[src/rtl/burst_sequencer.sv]
module burst_sequencer #(
  parameter int CYCLE_LEN  = 37500,
  parameter int HALF_STEP  = 375,
  parameter int NUM_HALVES = 16,
  parameter int GATE_AT    = 3750,
  parameter int RX_AT      = 9000,
  parameter int END_AT     = 33000
) (
  input  logic clk,
  input  logic rst_n,
  output logic burst_o,
  output logic gate_o,
  output logic rx_en_o,
  output logic det_end_o,
  output logic cyc_start_o,
  output logic win_open_o,
  output logic win_close_o
);
  localparam int CW   = $clog2(CYCLE_LEN + HALF_STEP * (NUM_HALVES + 1));
  localparam int IW   = $clog2(NUM_HALVES + 1);
  localparam int LAST = CYCLE_LEN - 1;

  logic [CW-1:0] cnt, nxt, cmp;
  logic [IW-1:0] idx;
  logic          burst_q;

  assign nxt = (cnt == CW'(LAST)) ? '0 : cnt + 1'b1;

  always_ff @(posedge clk) begin
    if (!rst_n) begin
      cnt     <= '0;
      cmp     <= CW'(HALF_STEP);
      idx     <= '0;
      burst_q <= 1'b1;
    end else begin
      cnt <= nxt;
      if (nxt == '0) begin
        cmp <= CW'(HALF_STEP);
        idx <= '0;
      end else if (idx < IW'(NUM_HALVES) && nxt == cmp) begin
        burst_q <= ~burst_q;
        cmp     <= cmp + CW'(HALF_STEP);
        idx     <= idx + 1'b1;
      end
    end
  end

  assign burst_o     = burst_q;
  assign cyc_start_o = (cnt == '0);
  assign gate_o      = (cnt >= CW'(GATE_AT));
  assign rx_en_o     = (cnt >= CW'(RX_AT));
  assign det_end_o   = (cnt >= CW'(END_AT));
  assign win_open_o  = (cnt == CW'(GATE_AT));
  assign win_close_o = (cnt == CW'(END_AT));

  p_cnt_range_r2: assert property (@(posedge clk) disable iff (!rst_n)
    cnt < CW'(CYCLE_LEN));
  p_wrap_start_r2: assert property (@(posedge clk) disable iff (!rst_n)
    (cnt == CW'(LAST)) |=> cyc_start_o);
  p_idle_high_r4: assert property (@(posedge clk) disable iff (!rst_n)
    cyc_start_o |-> burst_o);
  p_toggle_limit_r5: assert property (@(posedge clk) disable iff (!rst_n)
    idx <= IW'(NUM_HALVES));
  p_burst_hold_r5: assert property (@(posedge clk) disable iff (!rst_n)
    (idx == IW'(NUM_HALVES) && cnt != CW'(LAST)) |=> $stable(burst_o));
  p_open_edge_r9: assert property (@(posedge clk) disable iff (!rst_n)
    win_open_o |-> $rose(gate_o));
  p_close_edge_r9: assert property (@(posedge clk) disable iff (!rst_n)
    win_close_o |-> $rose(det_end_o));
  p_markers_low_r10: assert property (@(posedge clk) disable iff (!rst_n)
    cyc_start_o |-> (!gate_o && !rx_en_o && !det_end_o));
endmodule

[config.mk]
export PLATFORM = sky130hd
export DESIGN_NAME = burst_sequencer
export DESIGN_NICKNAME = d
export VERILOG_FILES = /design/src/rtl/burst_sequencer.sv
export SDC_FILE = /design/constraint.sdc
export NUM_CORES = 1
export LEC_CHECK = 0
export BUFFER_PORTS_ARGS = -buffer_cell sky130_fd_sc_hd__buf_2
export CORE_MARGIN = 5
export CORE_UTILIZATION = 55
export CTS_CLUSTER_DIAMETER = 120
export CTS_CLUSTER_SIZE = 20
export DETAILED_ROUTE_END_ITERATION = 16
export PLACE_DENSITY = 0.7
export RECOVER_POWER = 25
export SYNTH_ARGS = -nofsm -noshare
export SYNTH_HDL_FRONTEND = slang
export SYNTH_SLANG_ARGS = --single-unit
[constraint.sdc]
create_clock -name clk -period 9.7 [get_ports clk]
set_clock_uncertainty 0.1 [all_clocks]
set_input_delay 0.485 -clock clk [delete_from_list [all_inputs] [get_ports clk]]
set_output_delay 0.485 -clock clk [all_outputs]
set_load 0.01 [all_outputs]
==> summary.txt, run 1 <==
setup repair after global routing missed its margin = false
Post-synth top flop = sky130_fd_sc_hd__dfxtp_1
drt drc = 0
destination of the worst register-to-register timing path = idx[3]
total wirelength of the detailed-routed design = 7437 um
mux share of post-synthesis cell area = 0.007668
critical path data required time = 9.82 ns
Die Y = 81.02 um
Starting Density = 0.5758
area of the die = 6563 sq um
min-delay src = rst_n
clock slew seen by the registers of the worst setup and hold paths = 0.07 ns
first-pass iteration count of the detailed router = 5
share of the cycle needed by the critical path after routing = 0.4876
number of global-route vias before repair = 2477
sort of element at the start of the critical path = register
most common cell in the netlist = sky130_fd_sc_hd__dfxtp_1
Yosys warning count = 0
Mapped Area = 2774 sq um
startpoint of the worst register-to-register path = cnt[0]
total routing usage reported by global routing = 0.2429
worst ir drop on vdd = 0.06872 mV
FF-to-FF path depth = 9
Final TNS setup = 0 ns
number of levels the H-tree was split into = 2
cell-by-cell listing of the critical path = ha_1 -> nand4_1 -> nor4_1 -> xnor2_1 -> nand4_1 -> a2111o_1 -> nand4b_1 -> or4_1 -> a21oi_1
Die W = 81.02 um
pin count of the biggest net entering global routing = 33
number of I/O pins = 9
mean area per synthesized cell = 7.748 sq um
min-delay worst type = input port to register
synthesized flop and latch total = 38
aggregate global routing overflow = 0
Slew Limit Fails = 0
Nets = 353
number of nets with antenna violations after detailed routing = 0
Synth Area in Compound Gates = 0.2179
clock root buffer = sky130_fd_sc_hd__clkbuf_8
maximum clock frequency = 0.2114 GHz
first-pass GRT wire length = 12270 um
largest cells by area after synthesis = sky130_fd_sc_hd__dfxtp_1 (27%), sky130_fd_sc_hd__or4_1 (4.9%), sky130_fd_sc_hd__o31ai_1 (4.6%), sky130_fd_sc_hd__nand3_1 (4.3%), sky130_fd_sc_hd__nor2_1 (4.3%)
number of buffers added by the clock tree synthesis step = 5
cell with the biggest individual delay on the critical path = sky130_fd_sc_hd__nand4b_1
number of endpoints failing setup at the final stage = 0
most frequent cell on the critical path = sky130_fd_sc_hd__nand4_1
crit path DAT = 4.85 ns
count of flip-flops with a built-in enable after synthesis = 0
minimum period implied by the final worst setup slack = 4.730 ns
total number of vias = 2723
synth unique cells = 61
share of synthesized cell area in full adder, half adder and majority cells = 0.02255
Post-CTS Resized = 0
maximum cell stage delay along the critical path = 0.94 ns
power density relative to cell area = 101.3 nW/um^2
peak fanout along the critical path = 32
clock tree from TritonCTS = done
DR WL/cell = 17.96 um
DR vias/cell = 6.577
capturing element type of the critical path = register
post-synthesis sequential area ratio = 0.2742
depth of the worst hold-timing path = 2
last weighted congestion value of the routability-driven placer = 0.8942
half-perimeter wire length of the detailed placement result = 5380 um
largest family of logic cells by synthesized area = simple AND/OR/NAND/NOR gates
drt first-iter violations = 181
setup fix buffers added after clock tree synthesis = 0
list of most frequent post-synthesis cells = sky130_fd_sc_hd__dfxtp_1 (38), sky130_fd_sc_hd__nor2_1 (32), sky130_fd_sc_hd__nand3_1 (24)
area share of the leading cell type in the synthesized netlist = 0.2742
path type of the worst setup path = register to register
Synth area leader = sky130_fd_sc_hd__dfxtp_1
Register-to-Register Setup Slack = 4.97 ns
Final Util = 0.5948
max-capacitance violation count = 0
layout overhead on the synthesized area = 3.293%
maximum count of clock buffers along a single path = 2
Std-Cell Rows = 25
hold bufs inserted after CTS = 0
result of the run = complete, no violations
fraction of final layout cells sized beyond drive strength 1 = 0.06052
Simple-Gate Fraction of Synth Area = 0.3482
insertion delay to the later sink of the worst-skew pair = 0.29 ns
gate count of the mapped netlist = 358
ant diodes = 0
tightest slew margin relative to the limit = 0.2502
destination of the worst hold path = burst_o
core box area = 4817 sq um
fraction of registers with async set/reset = 0
number of antenna violations at the first check in global routing = 0
number of hold violations in the final report = 0
filler cell count = 476
synthesized-area fraction occupied by xor and xnor cells = 0.07172
Worst-Margin Slew = 1.119 ns
standby leakage power = 0.9413 nW
post-synth net total = 365
number of clock sinks seen by CTS = 38
number of input and output port buffers inserted = 8
final cells by class:
type	instances	area (sq um)	area share
Clock buffer	7	86.33	0.03013
Clock inverter	1	5.005	0.001747
Inverter	12	45.04	0.01572
Multi-Input combinational cell	281	1849	0.6454
Sequential cell	38	760.7	0.2655
Tap cell	67	83.83	0.02926
Timing Repair Buffer	8	35.03	0.01223
registers in the layout, summed over array words and instances (netlist names):
signal	flops
burst_o	1
idx	5
cmp	16
cnt	16
layout by cell type, fill, tap and decap left out, drive strengths merged, types with 2 or more instances in the layout:
cell / instances
a21boi: 2
nand4: 13
or3b: 2
o21ai: 16
o21ba: 2
and4: 3
nand2: 16
xnor3: 3
and2: 7
buf: 4
dfxtp: 38
a31oi: 4
ha: 5
nand2b: 5
and3: 7
xor2: 4
inv: 12
or4: 18
a21oi: 21
or2: 3
nand4b: 2
o31a: 3
a21o: 2
o21a: 3
or3: 9
o31ai: 17
o21bai: 3
a211oi: 2
clkbuf: 11
nor4: 10
nor3: 8
nor2: 32
a2111oi: 2
xnor2: 11
nand3: 25
nor3b: 2
cells by family (layout without fill, tap and decap cells):
family	after synthesis	after routing
AOI/OAI and AO/OA	87	87
DFF	38	38
adders and majority gates	5	5
buffers and inverters	39	28
and+or+nand+nor	169	169
muxes	2	2
xor gates and xnor gates	18	18
metal layers:
| layer | part of all wire | GRT usage | up-vias |
|---|---|---|---|
| met1 | 0.46 | 0.3188 | 1261 |
| met2 | 0.47 | 0.4064 | 121 |
| met3 | 0.057 | 0.03880 | 14 |
| li1 | - | - | 1327 |
| met4 | 0.017 | 0.07770 | 0 |
| met5 | 0 | 0 | - |
worst max-delay path by stage:
stage,start,to,slack (ns),cells after the start
after floorplan,cnt[0],cmp[5],6.37,13
after global placement,cnt[0],cmp[13],5.12,9
after detailed placement,cnt[0],idx[3],5.03,9
after CTS,cnt[0],cmp[10],4.98,9
after global routing,cnt[0],cmp[3],4.55,9
final,cnt[0],idx[3],4.97,9
worst max-delay path, delay by kind of cell, from the launching register on:
kind,cells,cell delay [ns]
adders and majority gates,1,0.42
and+or+nand+nor,5,2.92
AOI/OAI and AO/OA,2,0.49
DFF,1,0.48
xor gates and xnor gates,1,0.23
report_power, final:
part           switching [W]  internal (W)
combinational      0.0000111    0.00000676
clock              0.0000556     0.0000573
sequential        0.00000241      0.000157
total              0.0000691      0.000221
metrics by stage:
step | hold WS, ns | instances | worst slack, ns | power (W) | area [sq um]
after floorplan | 0.3376 | 358 | 6.366 | 0.0001754 | 2774
after global placement | 0.3604 | 406 | 5.124 | 0.0001803 | 2783
after detailed placement | 0.3735 | 406 | 5.032 | 0.0001809 | 2783
after CTS | 0.3582 | 414 | 4.980 | 0.0002934 | 2874
after global routing | 0.3629 | 414 | 4.554 | 0.0003036 | 2865
final | 0.3635 | 414 | 4.970 | 0.0002901 | 2865
(Power assumes the default switching activity.)
==> inputs of run 2 (changes only) <==
- PLACE_DENSITY: 0.7 -> 0.73
- clock period: 9.7 -> 4.3 ns (I/O delays scaled with it)
==> summary.txt, run 2 (synthesis gave the netlist of run 1 again) <==
commonest cells after routing, fill and taps aside = sky130_fd_sc_hd__dfxtp_1 (38), sky130_fd_sc_hd__nor2_1 (32), sky130_fd_sc_hd__nand3_1 (25), sky130_fd_sc_hd__a21oi_1 (21), sky130_fd_sc_hd__or4_1 (18) (unchanged)
total wirelength of the detailed-routed design = 7463 um (was 7437 um)
half-perimeter wire length of the detailed placement result = 5457 um (was 5380 um)
Final Util = 0.6052 (was 0.5948)
ant diodes = 0 (unchanged)
pin count of the biggest net entering global routing = 33 (unchanged)
cell-by-cell listing of the critical path = nand3_1 -> or3_1 -> or3_1 -> and2_1 -> a2111oi_4 -> nand4b_1 -> buf_4 -> or4_1 -> a21oi_1 (was ha_1 -> nand4_1 -> nor4_1 -> xnor2_1 -> nand4_1 -> a2111o_1 -> nand4b_1 -> or4_1 -> a21oi_1)
result of the run = complete, no violations (unchanged)
number of input and output port buffers inserted = 8 (unchanged)
number of buffers added by the clock tree synthesis step = 5 (unchanged)
most common cell after layout, fill and taps aside = sky130_fd_sc_hd__dfxtp_1 (unchanged)
Slew Limit Fails = 0 (unchanged)
max-capacitance violation count = 0 (unchanged)
FF-to-FF path depth = 9 (unchanged)
total routing usage reported by global routing = 0.2397 (was 0.2429)
Die W = 81.02 um (unchanged)
Post-CTS Resized = 0 (unchanged)
area of the die = 6563 sq um (unchanged)
hold bufs inserted after CTS = 0 (unchanged)
maximum clock frequency = 0.2620 GHz (was 0.2114 GHz)
drt first-iter violations = 192 (was 181)
grt met3 use = 0.03548 (was 0.03880)
setup repair after global routing missed its margin = false (unchanged)
number of hold violations in the final report = 0 (unchanged)
number of clock sinks seen by CTS = 38 (unchanged)
insertion delay to the later sink of the worst-skew pair = 0.29 ns (about the same)
GR Util met1 = 0.3227 (was 0.3188)
power density relative to cell area = 236.8 nW/um^2 (was 101.3 nW/um^2)
crit path DAT = 3.93 ns (was 4.85 ns)
standby leakage power = 0.9732 nW (was 0.9413 nW)
DR vias/cell = 6.718 (was 6.577)
number of nets with antenna violations after detailed routing = 0 (unchanged)
peak fanout along the critical path = 32 (unchanged)
peak-usage layer in the global routing report = met2 (unchanged)
worst ir drop on vdd = 0.1537 mV (was 0.06872 mV)
last weighted congestion value of the routability-driven placer = 0.9319 (was 0.8942)
sort of element at the start of the critical path = register (unchanged)
setup fix buffers added after clock tree synthesis = 0 (unchanged)
share of the cycle needed by the critical path after routing = 0.8876 (was 0.4876)
maximum count of clock buffers along a single path = 2 (unchanged)
filler cell count = 471 (was 476)
number of antenna violations at the first check in global routing = 0 (unchanged)
Std-Cell Rows = 25 (unchanged)
Storage cell area = 760.7 sq um (unchanged)
Nets = 358 (was 353)
total area of multi-input combinational cells = 1848 sq um (was 1849 sq um)
most frequent cell on the critical path = sky130_fd_sc_hd__or3_1 (was sky130_fd_sc_hd__nand4_1)
DR WL/cell = 17.81 um (was 17.96 um)
final non-filler cell area = 2915 sq um (was 2865 sq um)
Die Y = 81.02 um (unchanged)
drt drc = 0 (unchanged)
total number of vias = 2815 (was 2723)
number of global-route vias before repair = 2480 (was 2477)
number of endpoints failing setup at the final stage = 0 (unchanged)
tightest slew margin relative to the limit = 0.6052 (was 0.2502)
number of levels the H-tree was split into = 2 (unchanged)
critical path data required time = 4.41 ns (was 9.82 ns)
global-route met2 utilization = 0.3941 (was 0.4064)
Regs by FF count = cmp x16, cnt x16, idx x5 (unchanged)
first-pass iteration count of the detailed router = 4 (was 5)
aggregate global routing overflow = 0 (unchanged)
Worst-Margin Slew = 0.5922 ns (was 1.119 ns)
instance area after placement = 2820 sq um (was 2783 sq um)
fraction of final layout cells sized beyond drive strength 1 = 0.07670 (was 0.06052)
capturing element type of the critical path = register (unchanged)
Final TNS setup = 0 ns (unchanged)
layout overhead on the synthesized area = 5.097% (was 3.293%)
path type of the worst setup path = register to register (unchanged)
total instance count after detailed placement = 411 (was 406)
depth of the worst hold-timing path = 2 (unchanged)
clock tree from TritonCTS = done (unchanged)
post-route insts no fill = 419 (was 414)
maximum cell stage delay along the critical path = 0.63 ns (was 0.94 ns)
cell with the biggest individual delay on the critical path = sky130_fd_sc_hd__dfxtp_1 (was sky130_fd_sc_hd__nand4b_1)
clock root buffer = sky130_fd_sc_hd__clkbuf_8 (unchanged)
first-pass GRT wire length = 12280 um (was 12270 um)
number of I/O pins = 9 (unchanged)
core box area = 4817 sq um (unchanged)
clock slew seen by the registers of the worst setup and hold paths = 0.08 ns (was 0.07 ns)
minimum period implied by the final worst setup slack = 3.817 ns (was 4.730 ns)
min-delay worst type = input port to register (unchanged)
Starting Density = 0.5758 (unchanged)
[run 2: cell types whose count changed in the layout (fill, tap and decap cells not counted), sizes merged]
cell and delta:
buf +5, clkinv -1, clkbuf +1
[run 2: worst paths after layout]
kind	from	end	slack, ns
min reg2reg	idx[3]	idx[3]	0.39
max	cnt[7]	cmp[13]	0.48
max reg2reg	cnt[7]	cmp[13]	0.48
min	rst_n	burst_o	0.10
[run 2: per-stage QoR]
stage	setup slack [ns]	hold WS, ns	power [W]
floorplan	0.9658	0.1868	0.0003957
CTS	0.5537	0.1002	0.0006941
finish	0.4833	0.1003	0.0006904
global placement	0.6168	0.3640	0.0004075
detailed placement	0.5774	0.3765	0.0004081
global route	0.2319	0.1168	0.0007157
[run 2: cell type report]
| type | instances | share of cell area |
|---|---|---|
| Timing Repair Buffer | 13 | 0.02318 |
| Inverter | 12 | 0.01545 |
| Tap cell | 67 | 0.02876 |
| Multi-Input combinational cell | 281 | 0.6339 |
| Clock buffer | 8 | 0.03777 |
| Sequential cell | 38 | 0.2609 |
[run 2: per-layer routing]
layer  vias up  part of all wire
met2       121              0.46
li1       1337                 -
met1      1341              0.46
met5         -                 0
met3        16             0.066
met4         0             0.020
[run 2: power by group]
group           total, W  switching, W  internal [W]
combinational  0.0000407     0.0000242     0.0000165
clock           0.000291      0.000129      0.000162
sequential      0.000359    0.00000522      0.000354
[run 2: critical path, delay by kind of cell (launching register included)]
kind,cells,cell delay [ns]
AOI/OAI and AO/OA,2,0.53
buffers and inverters,1,0.24
and+or+nand+nor,6,2.25
DFF,1,0.63
==> inputs of run 3 (changes only) <==
- RECOVER_POWER: 25 -> 100
==> summary.txt, run 3 (synthesis gave the netlist of run 1 again) <==
destination of the worst hold path = burst_o (unchanged)
min-delay src = rst_n (unchanged)
aggregate global routing overflow = 0 (unchanged)
area of the die = 6563 sq um (unchanged)
min-delay worst type = input port to register (unchanged)
Final Util = 0.6031 (was 0.6052)
ant diodes = 0 (unchanged)
number of input and output port buffers inserted = 8 (unchanged)
path type of the worst setup path = register to register (unchanged)
destination of the worst register-to-register timing path = cmp[13] (unchanged)
Storage cell area = 760.7 sq um (unchanged)
insertion delay to the later sink of the worst-skew pair = 0.29 ns (about the same)
most common cell after layout, fill and taps aside = sky130_fd_sc_hd__dfxtp_1 (unchanged)
clock tree from TritonCTS = done (unchanged)
Worst-Margin Slew = 0.5930 ns (was 0.5922 ns)
DR WL/cell = 17.85 um (was 17.81 um)
critical path data required time = 4.41 ns (about the same)
total wirelength of the detailed-routed design = 7478 um (was 7463 um)
tightest slew margin relative to the limit = 0.6046 (was 0.6052)
last weighted congestion value of the routability-driven placer = 0.9319 (unchanged)
commonest cells after routing, fill and taps aside = sky130_fd_sc_hd__dfxtp_1 (38), sky130_fd_sc_hd__nor2_1 (32), sky130_fd_sc_hd__nand3_1 (25), sky130_fd_sc_hd__a21oi_1 (21), sky130_fd_sc_hd__or4_1 (18) (unchanged)
final non-filler cell area = 2905 sq um (was 2915 sq um)
setup repair after global routing missed its margin = false (unchanged)
Regs by FF count = cmp x16, cnt x16, idx x5 (unchanged)
Slew Limit Fails = 0 (unchanged)
pin count of the biggest net entering global routing = 33 (unchanged)
number of levels the H-tree was split into = 2 (unchanged)
number of clock sinks seen by CTS = 38 (unchanged)
Starting Density = 0.5758 (unchanged)
startpoint of the worst register-to-register path = cnt[7] (unchanged)
instance area after placement = 2820 sq um (unchanged)
max-capacitance violation count = 0 (unchanged)
number of global-route vias before repair = 2480 (unchanged)
worst ir drop on vdd = 0.1536 mV (was 0.1537 mV)
number of I/O pins = 9 (unchanged)
crit path DAT = 3.96 ns (was 3.93 ns)
Post-CTS Resized = 0 (unchanged)
total number of vias = 2838 (was 2815)
clock slew seen by the registers of the worst setup and hold paths = 0.08 ns (about the same)
pre-CTS setup slack = 0.5774 ns (unchanged)
minimum period implied by the final worst setup slack = 3.852 ns (was 3.817 ns)
post-layout power = 0.0006886 W (was 0.0006904 W)
depth of the worst hold-timing path = 2 (unchanged)
drt drc = 0 (unchanged)
Met2 Wirelength = 3444 um (was 3416 um)
maximum count of clock buffers along a single path = 2 (unchanged)
total routing usage reported by global routing = 0.2397 (unchanged)
slack of the critical path = 0.4481 ns (was 0.4833 ns)
sort of element at the start of the critical path = register (unchanged)
drt first-iter violations = 182 (was 192)
FF-to-FF path depth = 9 (unchanged)
total area of multi-input combinational cells = 1848 sq um (unchanged)
fraction of final layout cells sized beyond drive strength 1 = 0.05682 (was 0.07670)
maximum clock frequency = 0.2596 GHz (was 0.2620 GHz)
number of antenna violations at the first check in global routing = 0 (unchanged)
half-perimeter wire length of the detailed placement result = 5457 um (unchanged)
Final TNS setup = 0 ns (unchanged)
share of the cycle needed by the critical path after routing = 0.8958 (was 0.8876)
met3 wirelength from detailed routing = 519 um (was 494 um)
Nets = 358 (unchanged)
Std-Cell Rows = 25 (unchanged)
capturing element type of the critical path = register (unchanged)
first-pass iteration count of the detailed router = 5 (was 4)
hold bufs inserted after CTS = 0 (unchanged)
first-pass GRT wire length = 12280 um (unchanged)
Die W = 81.02 um (unchanged)
setup fix buffers added after clock tree synthesis = 0 (unchanged)
filler cell count = 475 (was 471)
number of buffers added by the clock tree synthesis step = 5 (unchanged)
power density relative to cell area = 237.0 nW/um^2 (was 236.8 nW/um^2)
Die Y = 81.02 um (unchanged)
number of endpoints failing setup at the final stage = 0 (unchanged)
standby leakage power = 0.9507 nW (was 0.9732 nW)
routed metal-1 wirelength = 3361 um (was 3405 um)
Register-to-Register Setup Slack = 0.45 ns (was 0.48 ns)
clock root buffer = sky130_fd_sc_hd__clkbuf_8 (unchanged)
number of hold violations in the final report = 0 (unchanged)
DR vias/cell = 6.773 (was 6.718)
highest routed metal layer = met4 (unchanged)
peak fanout along the critical path = 32 (unchanged)
layout overhead on the synthesized area = 4.736% (was 5.097%)
result of the run = complete, no violations (unchanged)
number of nets with antenna violations after detailed routing = 0 (unchanged)
core box area = 4817 sq um (unchanged)
run 3: cell count changes in the layout (fill, tap and decap cells not counted), sizes merged:
cell    change
buf         -6
clkbuf      +6
run 3: critical path, cell delays in order (launching register included):
cell	delay, ns
sky130_fd_sc_hd__dfxtp_1	0.63
sky130_fd_sc_hd__nand3_1	0.49
sky130_fd_sc_hd__or3_1	0.51
sky130_fd_sc_hd__or3_1	0.37
sky130_fd_sc_hd__and2_0	0.25
sky130_fd_sc_hd__a2111oi_4	0.39
sky130_fd_sc_hd__nand4b_1	0.14
sky130_fd_sc_hd__buf_4	0.23
sky130_fd_sc_hd__or4_1	0.52
sky130_fd_sc_hd__a21oi_1	0.15
run 3: how the worst max path moves through the flow:
stage | endpoint | cells past startpoint | from
6_report | cmp[13] | 9 | cnt[7]
5_1_grt | cmp[10] | 8 | cnt[7]
4_1_cts | idx[3] | 9 | cnt[7]
3_5_place_dp | idx[3] | 9 | cnt[7]
3_3_place_gp | cmp[14] | 9 | cnt[7]
2_1_floorplan | cmp[5] | 13 | cnt[0]
run 3: metal layers:
metal  vias to the layer above  global-route usage
li1                       1333                   -
met1                      1372              0.3227
met2                       119              0.3941
met3                        14             0.03548
met4                         0             0.07601
met5                         -                   0
run 3: per-stage QoR:
| stage | hold slack, ns | std cells |
|---|---|---|
| CTS | 0.1002 | 419 |
| global placement | 0.3640 | 411 |
| finish | 0.1009 | 419 |
| floorplan | 0.1868 | 358 |
| global route | 0.1168 | 419 |
| detailed placement | 0.3765 | 411 |
run 3: layout make-up:
class,instances,area share
timing repair buffer,13,0.01981
tap,67,0.02885
sequential,38,0.2618
multi-input combinational,281,0.6361
inverter,12,0.01550
clock buffer,8,0.03790
run 3: power breakdown:
| group | internal [W] | total, W | switching (W) | leakage (nW) |
|---|---|---|---|---|
| Combinational | 0.0000153 | 0.0000393 | 0.0000241 | 0.586 |
| Sequential | 0.000354 | 0.000359 | 0.00000517 | 0.307 |
| Clock | 0.000162 | 0.000290 | 0.000128 | 0.0575 |
| Total | 0.000531 | 0.000689 | 0.000157 | 0.951 |
